[config.mk]
export PLATFORM = sky130hd
export DESIGN_NAME = swctl_regfile
export DESIGN_NICKNAME = d
export VERILOG_FILES = /design/src/rtl/swctl_pkg.sv /design/src/rtl/swctl_path_dec.sv /design/src/rtl/swctl_state.sv /design/src/rtl/swctl_status.sv /design/src/rtl/swctl_regfile.sv
export SDC_FILE = /design/constraint.sdc
export NUM_CORES = 1
export LEC_CHECK = 0
export ABC_AREA = 1
export BUFFER_PORTS_ARGS = -buffer_cell sky130_fd_sc_hd__buf_2
export CORE_MARGIN = 2
export CORE_UTILIZATION = 50
export CTS_CLUSTER_SIZE = 12
export DETAILED_ROUTE_END_ITERATION = 6
export PLACE_DENSITY = 0.75
export SYNTH_ARGS = -nofsm -noshare
export SYNTH_HDL_FRONTEND = slang
export SYNTH_SLANG_ARGS = --single-unit
[constraint.sdc]
create_clock -name clk -period 1.6 [get_ports clk]
set_input_delay 0 -clock clk [delete_from_list [all_inputs] [get_ports clk]]
set_output_delay 0 -clock clk [all_outputs]
set_load 0.05 [all_outputs]
[src/rtl/swctl_pkg.sv]
package swctl_pkg;

   localparam int unsigned MAX_THROWS = 10;

   localparam logic [4:0] A_SWITCH = 5'h00;
   localparam logic [4:0] A_STATUS = 5'h1A;
   localparam logic [4:0] A_GROUP  = 5'h1B;
   localparam logic [4:0] A_PMTRIG = 5'h1C;
   localparam logic [4:0] A_PROD   = 5'h1D;
   localparam logic [4:0] A_MFRLO  = 5'h1E;
   localparam logic [4:0] A_SLAVE  = 5'h1F;

   typedef enum logic [1:0] {
      PM_ACTIVE  = 2'b00,
      PM_STARTUP = 2'b01,
      PM_LOWPWR  = 2'b10,
      PM_RSVD    = 2'b11
   } pwr_mode_e;

   // Switch code that turns on throw number idx (1-based); 0 means no code.
   function automatic logic [3:0] throw_code(input int unsigned idx);
      case (idx)
         1:       throw_code = 4'b0010;
         2:       throw_code = 4'b1010;
         3:       throw_code = 4'b1110;
         4:       throw_code = 4'b1011;
         5:       throw_code = 4'b0001;
         6:       throw_code = 4'b1001;
         7:       throw_code = 4'b0110;
         8:       throw_code = 4'b0100;
         9:       throw_code = 4'b1100;
         10:      throw_code = 4'b1000;
         default: throw_code = 4'b0000;
      endcase
   endfunction

endpackage

[src/rtl/swctl_path_dec.sv]
module swctl_path_dec #(
   parameter int unsigned CODE_W     = 4,
   parameter int unsigned NUM_THROWS = 10
) (
   input  logic [CODE_W-1:0]   code,
   output logic [NUM_THROWS:0] sel
);
   import swctl_pkg::*;

   logic [NUM_THROWS:1] hit;

   generate
      for (genvar i = 1; i <= NUM_THROWS; i++) begin : g_throw
         assign hit[i] = (code == CODE_W'(throw_code(i)));
      end
   endgenerate

   // Isolation whenever no defined code matches.
   assign sel = {hit, ~(|hit)};

endmodule

[src/rtl/swctl_state.sv]
module swctl_state #(
   parameter int unsigned DATA_W  = 8,
   parameter bit          TRIG_EN = 1'b1
) (
   input  logic              clk,
   input  logic              rst_n,
   input  logic              sw_rst,
   input  logic              wr_state,
   input  logic              trig_mode,
   input  logic              fire,
   input  logic [DATA_W-1:0] wdata,
   output logic [DATA_W-1:0] state_q
);

   generate
      if (TRIG_EN) begin : g_shadow
         logic [DATA_W-1:0] shadow_q;

         always_ff @(posedge clk or negedge rst_n) begin
            if (!rst_n) begin
               shadow_q <= '0;
               state_q  <= '0;
            end else if (sw_rst) begin
               shadow_q <= '0;
               state_q  <= '0;
            end else begin
               if (wr_state) begin
                  shadow_q <= wdata;
               end
               if (wr_state && !trig_mode) begin
                  state_q <= wdata;
               end else if (fire) begin
                  state_q <= shadow_q;
               end
            end
         end
      end else begin : g_direct
         logic unused_trig;
         assign unused_trig = trig_mode ^ fire;

         always_ff @(posedge clk or negedge rst_n) begin
            if (!rst_n) begin
               state_q <= '0;
            end else if (sw_rst) begin
               state_q <= '0;
            end else if (wr_state) begin
               state_q <= wdata;
            end
         end
      end
   endgenerate

endmodule

[src/rtl/swctl_status.sv]
module swctl_status #(
   parameter int unsigned NFLAGS = 7
) (
   input  logic              clk,
   input  logic              rst_n,
   input  logic              sw_rst,
   input  logic              rd_clear,
   input  logic [NFLAGS-1:0] evt,
   output logic [NFLAGS-1:0] flags_q
);

   logic [NFLAGS-1:0] kept;

   // Events arriving in the same cycle as the clearing read survive it.
   assign kept = rd_clear ? '0 : flags_q;

   always_ff @(posedge clk or negedge rst_n) begin
      if (!rst_n) begin
         flags_q <= '0;
      end else if (sw_rst) begin
         flags_q <= '0;
      end else begin
         flags_q <= kept | evt;
      end
   end

endmodule

[src/rtl/swctl_regfile.sv]
module swctl_regfile #(
   parameter int unsigned ADDR_W     = 5,
   parameter int unsigned DATA_W     = 8,
   parameter int unsigned CODE_W     = 4,
   parameter int unsigned NUM_THROWS = 10,
   parameter int unsigned ID_W       = 4,
   parameter int unsigned NFLAGS     = 7,
   parameter logic [7:0]  PROD_ID    = 8'h07,
   parameter logic [9:0]  MFR_ID     = 10'h1B0,
   parameter logic [3:0]  USID_RST   = 4'b1010,
   parameter logic [1:0]  PM_RST     = 2'b10,
   parameter bit          TRIG_EN    = 1'b1
) (
   input  logic                  clk,
   input  logic                  rst_n,
   input  logic                  wr_en,
   input  logic                  rd_en,
   input  logic [ADDR_W-1:0]     addr,
   input  logic [DATA_W-1:0]     wdata,
   input  logic [NFLAGS-1:0]     evt_err,
   output logic [DATA_W-1:0]     rd_data,
   output logic                  rd_valid,
   output logic [NUM_THROWS:0]   path_sel,
   output logic [ID_W-1:0]       usid,
   output logic [ID_W-1:0]       gsid,
   output logic [1:0]            pwr_mode
);
   import swctl_pkg::*;

   localparam int unsigned MASK_LSB = 3;
   localparam int unsigned MASK_W   = 3;
   localparam int unsigned TRIG_W   = 3;
   localparam int unsigned PM_LSB   = MASK_LSB + MASK_W;
   localparam int unsigned SWR_BIT  = DATA_W - 1;
   localparam int unsigned UNRD_BIT = 2;
   localparam int unsigned UNWR_BIT = 1;

   generate
      if (DATA_W != 8) begin : g_bad_data
         $error("swctl_regfile: DATA_W must be 8");
      end
      if (ADDR_W < 5) begin : g_bad_addr
         $error("swctl_regfile: ADDR_W must be at least 5");
      end
      if (NUM_THROWS < 1 || NUM_THROWS > MAX_THROWS) begin : g_bad_throws
         $error("swctl_regfile: NUM_THROWS out of range");
      end
      if (CODE_W != 4 || ID_W != 4 || NFLAGS != 7) begin : g_bad_fields
         $error("swctl_regfile: field widths are fixed by the register map");
      end
   endgenerate

   // ---------------- address decode ----------------
   logic hit_sw, hit_st, hit_grp, hit_pm, hit_prod, hit_mfr, hit_sid, hit_any;

   assign hit_sw   = (addr == ADDR_W'(A_SWITCH));
   assign hit_st   = (addr == ADDR_W'(A_STATUS));
   assign hit_grp  = (addr == ADDR_W'(A_GROUP));
   assign hit_pm   = (addr == ADDR_W'(A_PMTRIG));
   assign hit_prod = (addr == ADDR_W'(A_PROD));
   assign hit_mfr  = (addr == ADDR_W'(A_MFRLO));
   assign hit_sid  = (addr == ADDR_W'(A_SLAVE));
   assign hit_any  = hit_sw | hit_st | hit_grp | hit_pm | hit_prod | hit_mfr | hit_sid;

   logic sw_rst, st_clear, unused_wr, unused_rd;

   assign sw_rst    = wr_en && hit_st && wdata[SWR_BIT];
   assign st_clear  = rd_en && hit_st;
   assign unused_wr = wr_en && !hit_any;
   assign unused_rd = rd_en && !hit_any;

   // ---------------- power mode / trigger register ----------------
   logic [1:0]        pm_q;
   logic [MASK_W-1:0] mask_q;
   logic              trig_mode, fire;
   logic [MASK_W-1:0] wr_mask;
   logic [TRIG_W-1:0] wr_trig;

   assign wr_mask   = wdata[MASK_LSB +: MASK_W];
   assign wr_trig   = wdata[TRIG_W-1:0];
   assign trig_mode = &mask_q;
   assign fire      = TRIG_EN && wr_en && hit_pm && (&wr_mask) && (|wr_trig);

   always_ff @(posedge clk or negedge rst_n) begin
      if (!rst_n) begin
         pm_q   <= PM_RST;
         mask_q <= '0;
      end else if (wr_en && hit_pm) begin
         pm_q   <= wdata[PM_LSB +: 2];
         mask_q <= wr_mask;
      end
   end

   // ---------------- group and slave IDs ----------------
   logic [ID_W-1:0] gsid_q, usid_q;
   logic            sid_match;

   assign sid_match = (wdata[ID_W +: 2] == MFR_ID[9:8]);

   always_ff @(posedge clk or negedge rst_n) begin
      if (!rst_n) begin
         gsid_q <= '0;
         usid_q <= USID_RST;
      end else begin
         if (wr_en && hit_grp) begin
            gsid_q <= wdata[ID_W-1:0];
         end
         if (wr_en && hit_sid && sid_match) begin
            usid_q <= wdata[ID_W-1:0];
         end
      end
   end

   // ---------------- switch state and status ----------------
   logic [DATA_W-1:0] state_q;
   logic [NFLAGS-1:0] flags_q;
   logic [NFLAGS-1:0] evt_all;

   always_comb begin
      evt_all           = evt_err;
      evt_all[UNRD_BIT] = evt_err[UNRD_BIT] | unused_rd;
      evt_all[UNWR_BIT] = evt_err[UNWR_BIT] | unused_wr;
   end

   swctl_state #(
      .DATA_W  (DATA_W),
      .TRIG_EN (TRIG_EN)
   ) u_state (
      .clk       (clk),
      .rst_n     (rst_n),
      .sw_rst    (sw_rst),
      .wr_state  (wr_en && hit_sw),
      .trig_mode (trig_mode),
      .fire      (fire),
      .wdata     (wdata),
      .state_q   (state_q)
   );

   swctl_status #(
      .NFLAGS (NFLAGS)
   ) u_status (
      .clk      (clk),
      .rst_n    (rst_n),
      .sw_rst   (sw_rst),
      .rd_clear (st_clear),
      .evt      (evt_all),
      .flags_q  (flags_q)
   );

   swctl_path_dec #(
      .CODE_W     (CODE_W),
      .NUM_THROWS (NUM_THROWS)
   ) u_dec (
      .code (state_q[CODE_W-1:0]),
      .sel  (path_sel)
   );

   // ---------------- read path ----------------
   logic [DATA_W-1:0] rd_mux;

   always_comb begin
      rd_mux = '0;
      if (hit_sw)   rd_mux = state_q;
      if (hit_st)   rd_mux = {1'b0, flags_q};
      if (hit_grp)  rd_mux = {{(DATA_W-ID_W){1'b0}}, gsid_q};
      if (hit_pm)   rd_mux = {pm_q, mask_q, {TRIG_W{1'b0}}};
      if (hit_prod) rd_mux = PROD_ID;
      if (hit_mfr)  rd_mux = MFR_ID[7:0];
      if (hit_sid)  rd_mux = {2'b00, MFR_ID[9:8], usid_q};
   end

   always_ff @(posedge clk or negedge rst_n) begin
      if (!rst_n) begin
         rd_data  <= '0;
         rd_valid <= 1'b0;
      end else begin
         rd_valid <= rd_en;
         if (rd_en) begin
            rd_data <= rd_mux;
         end
      end
   end

   assign usid     = usid_q;
   assign gsid     = gsid_q;
   assign pwr_mode = pm_q;

endmodule

==> results of run 1 <==
==> cell families after synthesis <==
group | count (synthesis) | share of synthesized area, %
AND/OR/NAND/NOR | 172 | 33.9
flip-flops | 45 | 48.9
buffers and inverters | 33 | 6.17
AO/OA/AOI/OAI | 47 | 11.0
==> flip-flops by register name, indices dropped and copies added (netlist names) <==
name,flops
gsid,4
mask_q,3
pwr_mode,2
rd_data,8
rd_valid,1
u_state.g_shadow.shadow_q,8
u_state.state_q,8
u_status.flags_q,7
usid,4
==> power by group through the flow <==
stage | Combinational, mW | Sequential, mW | Clock (mW)
finish | 0.777 | 1.39 | 0.908
global route | 0.847 | 1.40 | 0.962
CTS | 0.781 | 1.38 | 0.918
detailed placement | 0.756 | 1.40 | 0
global placement | 0.746 | 1.40 | 0
floorplan | 0.379 | 1.56 | 0
==> per-stage QoR <==
step | std cells | setup slack (ns)
2_1_floorplan | 297 | -0.0642
3_3_place_gp | 399 | 0.280
3_5_place_dp | 399 | 0.217
4_1_cts | 419 | 0.0834
5_1_grt | 419 | 0.00256
6_report | 419 | 0.0691
==> critical path: cells and delay by family, from the launching register on <==
family / cells / cell delay [ns]
compound gates: 1 / 0.08
buf+inv: 2 / 0.38
simple gates: 3 / 0.26
flops: 1 / 0.49
==> per-layer routing <==
metal  global-route usage [%]  routed length [µm]  share of wire [%]
met5                        0                   0                  0
met4                     10.3                 123                2.2
met3                     4.44                 287                5.1
met2                     36.7                2630                 47
met1                     32.2                2590                 46
==> worst max-delay path by stage <==
stage                       start                 end  slack [ns]
3_5_place_dp              addr[2]  u_state.state_q[0]        0.22
3_3_place_gp              addr[2]  u_state.state_q[7]        0.28
5_1_grt        u_state.state_q[0]         path_sel[7]       0.003
4_1_cts        u_state.state_q[1]         path_sel[0]        0.08
2_1_floorplan  u_state.state_q[0]         path_sel[3]       -0.06
6_report       u_state.state_q[1]         path_sel[0]        0.07
==> cell usage in the layout, fill, tap and decap left out, types with 9 or more instances in the layout <==
cell type / n
o21ai_0: 21
dlygate4sd3_1: 12
dfrtp_1: 42
nor2_1: 30
inv_1: 26
nand3_1: 16
o21ai_1: 9
a21oi_1: 13
buf_2: 53
nand4_1: 10
nand2_1: 96
==> final cells by class <==
type                    instances  area, µm²
fillers                       389       1550
flip-flops and latches         45       1130
multi-input cells             219       1050
repair buffers                 68        408
inverters                      27        101
clock buffers                   5       68.8
well taps                      52       65.1
clock inverters                 3       47.5
==> what timing repair did <==
action	in CTS	in global routing
setup endpoints to repair	0	0
hold endpoints to repair	54	0
gates resized for setup	0	0
hold buffers	12	0
==> key figures, run 1 <==
Run status
  • Status: finished with violations
  • Failing checks: negative hold slack

Global route
  • First-pass GRT wire length: 9.39 mm
  • All-Layer GR Usage: 23.5%
  • GRT overflow: 0
  • Vias in the first global route: 2029
  • Initial antenna violation count: 0
  • Maximum number of pins on one net before global-route repair: 46

Power and ir drop
  • Power Density: 1070 nW/µm²
  • VDD IR max: 0.661 mV
  • Logic gate share of total power: 25.3%
  • Clk pwr share: 29.6%
  • Final total power: 3.07 mW
  • Reg power frac: 45.1%
  • Int Pwr: 1.97 mW
  • NetSw: 1.10 mW
  • Sw frac: 35.8%
  • Lkg Pwr: 1.45 nW

Routing
  • Initial DRC Count: 179
  • Per-cell routed wire length: 13.4 µm
  • Final wirelength: 5.63 mm
  • Routed Antenna Nets: 0
  • Residual DRC: 0
  • Via-to-Cell Ratio: 5.27
  • DR pass1 iterations: 4
  • Total number of vias: 2207

Yosys
  • Post-Syn Instances: 297
  • Largest cells by area after synthesis: dfrtp_1 (46%), nand2_1 (16%), nor2_1 (4.9%)
  • Number of flops mapped to enable cells by yosys: 0
  • Syn Nets: 321
  • Most numerous cell in the Yosys netlist: nand2_1
  • Seq/Total Area, Yosys: 48.9%
  • Yosys synthesis warning count: 0
  • Syn Area/Cell: 7.78 µm²
  • Post-synth top cells: nand2_1 (96), dfrtp_1 (42), nor2_1 (30), inv_1 (26), o21ai_0 (21)
  • Yosys reg bits: 45
  • Ys flop type: dfrtp_1
  • Dominant cell type by area after synthesis: dfrtp_1
  • Asr flop ratio synth: 100%
  • Share of Yosys cell area claimed by the top area cell type: 45.5%
  • Mapped Area: 2310 µm²
  • Netlist cell types: 27

Setup path
  • FF-to-FF Start: mask_q[2]
  • Element type at the critical path end: output pin
  • CP required: 1.60 ns
  • Reg2reg end: u_state.state_q[6]
  • Worst path cell trace: nor2_1, inv_1, nand2_1, nand2_1, o21ai_0, buf_2
  • Critical path arrival: 1.53 ns
  • Setup CP Type: flop to output pin
  • Critical Path Slowest Stage Cell: dfrtp_1
  • FF-to-FF path depth: 5
  • Startpoint Class: flop
  • Slowest stage delay, CP: 0.49 ns
  • Reg2reg setup slack: 0.25 ns
  • Crit-path max FO: 7
  • CP most frequent cell: nand2_1

Hold path
  • Worst hold endpoint: u_state.g_shadow.shadow_q[6]
  • Worst hold path type: input pin to flop
  • Worst Hold Depth: 3
  • Worst hold start: wdata[6]

Finish
  • Fraction of final layout cells sized beyond drive strength 1: 22.6%
  • Final Net Count: 390
  • Area of all placed cells without fillers: 2870 µm²
  • Area Overhead vs Synth: 24.2%
  • Inserted Diodes: 0
  • Post-Route Utilization: 65.0%

Clock tree
  • Worst-Skew Late Latency: 0.32 ns
  • TritonCTS buffer count: 5
  • # Post-CTS Setup Buffers: 0
  • TritonCTS Sinks: 45
  • Worst-path clk slew: 0.10 ns
  • CTS root buf: clkbuf_8
  • CTS tree: yes
  • CTS H-Tree Depth: 2
  • CTS Buffer Depth: 2

Place
  • GPL Wtd Cong: 0.859
  • Final HPWL DP: 4.01 mm
  • PortBufs: 53
  • Post-DP Area: 2630 µm²

STA
  • RSZ-0062 raised after global routing: no
  • Final Slew Violations: 0
  • WHS: -0.00733 ns
  • Final Cycle Share: 95.7%
  • Fmax: 653 MHz
  • Actual slew at the worst max-slew pin: 0.553 ns
  • Final count of negative-setup-slack endpoints: 0
  • Slew margin rel.: 63.1%
  • Final Hold Vio Count: 1
  • Final Skew: 0.0160 ns
  • Crit path time final: 1.53 ns
  • Setup_tns: 0 ns

Floorplan
  • Row count: 24
  • Chip height: 72.0 µm
  • Core area: 4410 µm²
  • Die ar.: 5180 µm²
  • Top-level I/O count: 54
  • Initial Util: 52.3%
  • Die W: 72.0 µm

Run
  • Max cap viols: 0
(Power assumes the default switching activity.)
==> run 2, diff against run 1 <==
--- a/config.mk
+++ b/config.mk
@@ -12,6 +12,7 @@
 export CTS_CLUSTER_SIZE = 12
 export DETAILED_ROUTE_END_ITERATION = 6
 export PLACE_DENSITY = 0.75
+export REMOVE_ABC_BUFFERS = 1
 export SYNTH_ARGS = -nofsm -noshare
 export SYNTH_HDL_FRONTEND = slang
 export SYNTH_SLANG_ARGS = --single-unit
==> constraint.sdc (replaced) <==
create_clock -name clk -period 1.85 [get_ports clk]
set_input_delay 0.37 -clock clk [delete_from_list [all_inputs] [get_ports clk]]
set_output_delay 0.37 -clock clk [all_outputs]
set_load 0.05 [all_outputs]
==> key figures, run 2 (synthesis results as in run 1) <==
Run status
  • Status: finished clean

Run
  • Max cap viols: 0 (unchanged)

Routing
  • DR pass1 iterations: 4 (unchanged)
  • Via-to-Cell Ratio: 5.22 (-0.99%)
  • Per-cell routed wire length: 13.5 µm (+0.59%)
  • Total number of vias: 2133 (-3.4%)
  • Initial DRC Count: 78 (-56%)
  • Routed Antenna Nets: 0 (unchanged)
  • Final wirelength: 5.53 mm (-1.8%)
  • Residual DRC: 0 (unchanged)

Global route
  • Initial antenna violation count: 0 (unchanged)
  • All-Layer GR Usage: 22.7% (-0.82 points)
  • Vias in the first global route: 1933 (-4.7%)
  • Maximum number of pins on one net before global-route repair: 28 (-39%)
  • First-pass GRT wire length: 9.14 mm (-2.6%)
  • GRT overflow: 0 (unchanged)

Floorplan
  • Die W: 72.0 µm (unchanged)
  • Core area: 4410 µm² (unchanged)
  • Initial Util: 52.3% (unchanged)
  • Row count: 24 (unchanged)
  • Chip height: 72.0 µm (unchanged)
  • Top-level I/O count: 54 (unchanged)
  • Die ar.: 5180 µm² (unchanged)

Clock tree
  • CTS Buffer Depth: 2 (unchanged)
  • Hold_buf cts: 0 (-12)
  • Worst-path clk slew: 0.09 ns (about the same)
  • Worst-Skew Late Latency: 0.30 ns (-0.02 ns)
  • TritonCTS buffer count: 5 (unchanged)
  • CTS H-Tree Depth: 2 (unchanged)
  • CTS tree: yes
  • TritonCTS Sinks: 45 (unchanged)
  • CTS root buf: clkbuf_8

Setup path
  • Slowest stage delay, CP: 0.42 ns (-0.07 ns)
  • CP required: 1.48 ns (-0.12 ns)
  • Reg2reg setup slack: 0.47 ns (+0.22 ns)
  • Worst path cell trace: inv_2, nand2_1, nor3_1, buf_2
  • FF-to-FF Start: mask_q[2]
  • Crit-path max FO: 5 (-2)
  • Critical Path Slowest Stage Cell: dfrtp_1
  • Cell family with most CP delay: flip-flops
  • Startpoint Class: flop
  • CP bufs+invs: 2 (unchanged)
  • FF-to-FF path depth: 5 (unchanged)
  • Element type at the critical path end: output pin
  • Setup CP Type: flop to output pin
  • Reg2reg end: u_state.state_q[6]
  • Critical path arrival: 1.40 ns (-0.13 ns)

Finish
  • Area Overhead vs Synth: 20.6%
  • Most frequent cells in the layout: nand2_1 (96), buf_2 (47), dfrtp_1 (40)
  • Leading cell type in the layout, fill and taps excluded: nand2_1
  • Fraction of final layout cells sized beyond drive strength 1: 24.6% (+2.0 points)
  • Final Net Count: 380 (-2.6%)
  • Non-filler instance count after layout: 409 (-2.4%)
  • Regs by FF count: rd_data: 8 flops, u_state.g_shadow.shadow_q: 8 flops, u_state.state_q: 8 flops
  • Post-Route Utilization: 63.1% (-1.8 points)
  • Inserted Diodes: 0 (unchanged)

STA
  • Final Skew: 0.00877 ns (-0.00720 ns)
  • Final Cycle Share: 95.7%
  • Crit path time final: 1.77 ns
  • Fmax: 565 MHz
  • Actual slew at the worst max-slew pin: 0.465 ns (-0.0884 ns)
  • Final Slew Violations: 0 (unchanged)
  • RSZ-0062 raised after global routing: yes
  • Final Hold Vio Count: 0 (-1)
  • Final count of negative-setup-slack endpoints: 0 (unchanged)
  • Slew margin rel.: 69.0% (+5.9 points)
  • WHS: 0.00458 ns (+0.0119 ns)

Power and ir drop
  • VDD IR max: 0.478 mV (-28%)
  • Lkg Pwr: 1.40 nW (-3.0%)
  • Power Density: 944 nW/µm² (-12%)

Hold path
  • Worst hold path type: input pin to asynchronous set/reset pin

Place
  • Placed Instances: 400 (+0.25%)
  • GPL Wtd Cong: 0.861 (+0.23%)
  • Final HPWL DP: 4.12 mm (+2.6%)
  • PortBufs: 53 (unchanged)
run 2: through the flow:
stage                     total power [mW]  worst slack (ns)  TNS (ns)  area, µm²
after floorplan                       1.66            -0.192     -1.08       2270
after global placement                1.86             0.240         0       2640
after detailed placement              1.87             0.188         0       2640
after CTS                             2.62           0.00888         0       2760
after global routing                  2.76           -0.0385   -0.0459       2790
final                                 2.63            0.0800         0       2790
run 2: routing by layer:
metal | track usage (%) | part of all wire, % | wire length (µm) | vias up
li1 | - | - | - | 1082
met1 | 32.2 | 47 | 2600 | 997
met2 | 35.5 | 47 | 2590 | 47
met3 | 4.58 | 5.0 | 279 | 7
met4 | 6.92 | 1.0 | 57 | 0
met5 | 0 | 0 | 0 | -
run 2: final cells by class:
cell class	count	area, µm²
Timing Repair Buffer	58	330
Inverter	27	101
Multi-Input combinational cell	219	1040
Clock inverter	3	46.3
Clock buffer	5	68.8
Sequential cell	45	1130
Tap cell	52	65.1
Fill cell	401	1630
run 2: power by group:
group	total, mW	switching [mW]	internal, mW	leakage [nW]
combinational	0.674	0.483	0.190	0.801
clock	0.762	0.357	0.405	0.0543
sequential	1.20	0.0892	1.11	0.548
run 2: worst max path at each step:
stage,from,cells after the start,endpoint
6_report,u_state.state_q[0],4,path_sel[3]
5_1_grt,u_state.state_q[1],4,path_sel[8]
4_1_cts,u_state.state_q[2],4,path_sel[2]
3_5_place_dp,addr[2],8,u_state.state_q[6]
3_3_place_gp,addr[2],8,u_state.state_q[0]
2_1_floorplan,u_state.state_q[2],3,path_sel[6]
run 2: repair_timing:
item	in CTS	in global routing
pin swaps	0	0
cloned	0	0
setup buffers	0	1
setup endpoints to repair	1	11
gates resized for setup	1	13
run 2: worst register-to-register path: cells and delay by family, from the launching register on:
kind	cells	cell delay [ns]
DFF	1	0.42
AOI/OAI and AO/OA	1	0.33
and+or+nand+nor	4	0.56
==> run 3, diff against run 2 <==
--- a/config.mk
+++ b/config.mk
@@ -12,7 +12,6 @@
 export CTS_CLUSTER_SIZE = 12
 export DETAILED_ROUTE_END_ITERATION = 6
 export PLACE_DENSITY = 0.75
-export REMOVE_ABC_BUFFERS = 1
 export SYNTH_ARGS = -nofsm -noshare
 export SYNTH_HDL_FRONTEND = slang
 export SYNTH_SLANG_ARGS = --single-unit
==> key figures, run 3 (synthesis results as in run 1) <==
Power and ir drop
  • Power Density: 974 nW/µm² (+3.2%)
  • Final total power: 2.75 mW (+4.6%)
  • Lkg Pwr: 1.43 nW (+1.9%)
  • VDD IR max: 0.546 mV (+14%)

Global route
  • GRT overflow: 0 (unchanged)
  • Maximum number of pins on one net before global-route repair: 46 (+64%)
  • Initial antenna violation count: 0 (unchanged)
  • All-Layer GR Usage: 22.0% (-0.68 points)
  • First-pass GRT wire length: 8.88 mm (-2.9%)
  • Vias in the first global route: 1905 (-1.4%)

Clock tree
  • CTS root buf: clkbuf_8
  • CTS tree: yes
  • Worst-Skew Late Latency: 0.30 ns (about the same)
  • TritonCTS buffer count: 5 (unchanged)
  • CTS Buffer Depth: 2 (unchanged)
  • Worst-path clk slew: 0.08 ns (about the same)
  • TritonCTS Sinks: 45 (unchanged)
  • Hold_buf cts: 0 (unchanged)
  • CTS H-Tree Depth: 2 (unchanged)

STA
  • Final count of negative-setup-slack endpoints: 0 (unchanged)
  • Setup_tns: 0 ns (unchanged)
  • Actual slew at the worst max-slew pin: 0.552 ns (+0.0868 ns)
  • Final Skew: 0.00759 ns (-0.00119 ns)
  • Worst Setup Slack, final: 0.0627 ns (-0.0173 ns)
  • Crit path time final: 1.79 ns (+0.0173 ns)
  • Final Hold Vio Count: 0 (unchanged)
  • RSZ-0062 raised after global routing: yes
  • Slew margin rel.: 63.2% (-5.8 points)
  • WHS: 0.145 ns (+0.141 ns)
  • Final Slew Violations: 0 (unchanged)
  • Final Cycle Share: 96.6% (+0.93 points)
  • Fmax: 560 MHz (-0.97%)

Setup path
  • Setup CP Type: flop to output pin
  • Critical Path Slowest Stage Cell: dfrtp_1
  • Element type at the critical path end: output pin
  • Worst path cell trace: inv_2, nand2_1, nor3_2, buf_2
  • Slowest stage delay, CP: 0.42 ns (about the same)
  • Crit-path max FO: 7 (+2)
  • Startpoint Class: flop
  • CP required: 1.48 ns (about the same)
  • FF-to-FF Start: mask_q[2]
  • Crit path launch: u_state.state_q[2]
  • Critical path arrival: 1.42 ns (+0.02 ns)
  • FF-to-FF path depth: 5 (unchanged)

Run status
  • Status: finished clean

Finish
  • Inserted Diodes: 0 (unchanged)
  • Post-Route Utilization: 64.0% (+0.85 points)
  • Area of all placed cells without fillers: 2820 µm² (+1.3%)
  • Fillers: 399 (-0.50%)
  • Multi-input gate area: 1050 µm² (+0.72%)
  • Fraction of final layout cells sized beyond drive strength 1: 25.6% (+0.91 points)
  • Storage element area: 1130 µm² (-0.11%)
  • Final Net Count: 383 (+0.79%)
  • Area Overhead vs Synth: 22.3%
  • Most frequent cells in the layout: nand2_1 (96), buf_2 (46), dfrtp_1 (41)
  • Regs by FF count: rd_data: 8 flops, u_state.g_shadow.shadow_q: 8 flops, u_state.state_q: 8 flops
  • Leading cell type in the layout, fill and taps excluded: nand2_1
  • Non-filler instance count after layout: 412 (+0.73%)

Place
  • GPL Wtd Cong: 0.853 (-0.96%)
  • Placed Instances: 401 (+0.25%)
  • Final HPWL DP: 4.07 mm (-1.1%)
  • Dpl ws: 0.193 ns (+0.00482 ns)
  • Post-DP Area: 2650 µm² (+0.19%)
  • PortBufs: 53 (unchanged)

Floorplan
  • Top-level I/O count: 54 (unchanged)
  • Die W: 72.0 µm (unchanged)
  • Core area: 4410 µm² (unchanged)
  • Die ar.: 5180 µm² (unchanged)
  • Initial Util: 52.3% (unchanged)
  • Row count: 24 (unchanged)
  • Chip height: 72.0 µm (unchanged)

Routing
  • Final wirelength: 5.58 mm (+0.87%)
  • Per-cell routed wire length: 13.5 µm (+0.13%)
  • Initial DRC Count: 132 (+69%)
  • Via-to-Cell Ratio: 5.31 (+1.9%)
  • Routed Antenna Nets: 0 (unchanged)
  • DR pass1 iterations: 4 (unchanged)
  • Total number of vias: 2189 (+2.6%)
  • Residual DRC: 0 (unchanged)

Run
  • Max cap viols: 0 (unchanged)

Hold path
  • Worst hold path type: input pin to asynchronous set/reset pin
[run 3: changes by cell type in the layout (fill, tap and decap cells not counted), sizes merged]
cell | previous run | this run
buf | 56 | 57
clkbuf | 7 | 9
bufinv | 1 | 2
clkinvlp | 1 | 0
[run 3: cell type report]
type,count,share of cell area [%]
clock buffer,5,2.44
timing repair buffer,61,12.1
multi-input combinational,219,37.2
tap,52,2.30
inverter,27,3.59
sequential,45,40.1
clock inverter,3,2.30
[run 3: repair_timing]
| action | in CTS | in global routing |
|---|---|---|
| endpoints found under the setup margin | 0 | 10 |
| setup buffers | 0 | 3 |
| resized for setup | 0 | 14 |
[run 3: path summary, 6_finish.rpt]
kind                       slack (ns)                  end
setup / recovery                 0.06          path_sel[6]
hold / removal                   0.15           rd_data[2]
setup reg to reg                 0.49   u_state.state_q[2]
hold reg to reg                  0.49           rd_data[4]
max in group asynchronous        1.30   u_state.state_q[1]
min in group clk                 0.28  u_status.flags_q[6]
[run 3: routing by layer]
layer  vias up  global-route usage, %  share of wire [%]
li1       1092                      -                  -
met1      1023                   31.8                 47
met2        63                   33.4                 46
met3        11                   3.47                4.4
met4         0                   9.01                2.5
met5         -                      0                  0
[run 3: critical path: cells and delay by family (launching register included)]
| family | cells | cell delay [ns] |
|---|---|---|
| flip-flops | 1 | 0.42 |
| buffers and inverters | 2 | 0.43 |
| AND/OR/NAND/NOR | 2 | 0.27 |
[run 3: power breakdown]
part           internal (mW)  switching [mW]
Combinational          0.200           0.495
Sequential              1.11          0.0867
Clock                  0.536           0.328
Total                   1.84           0.909
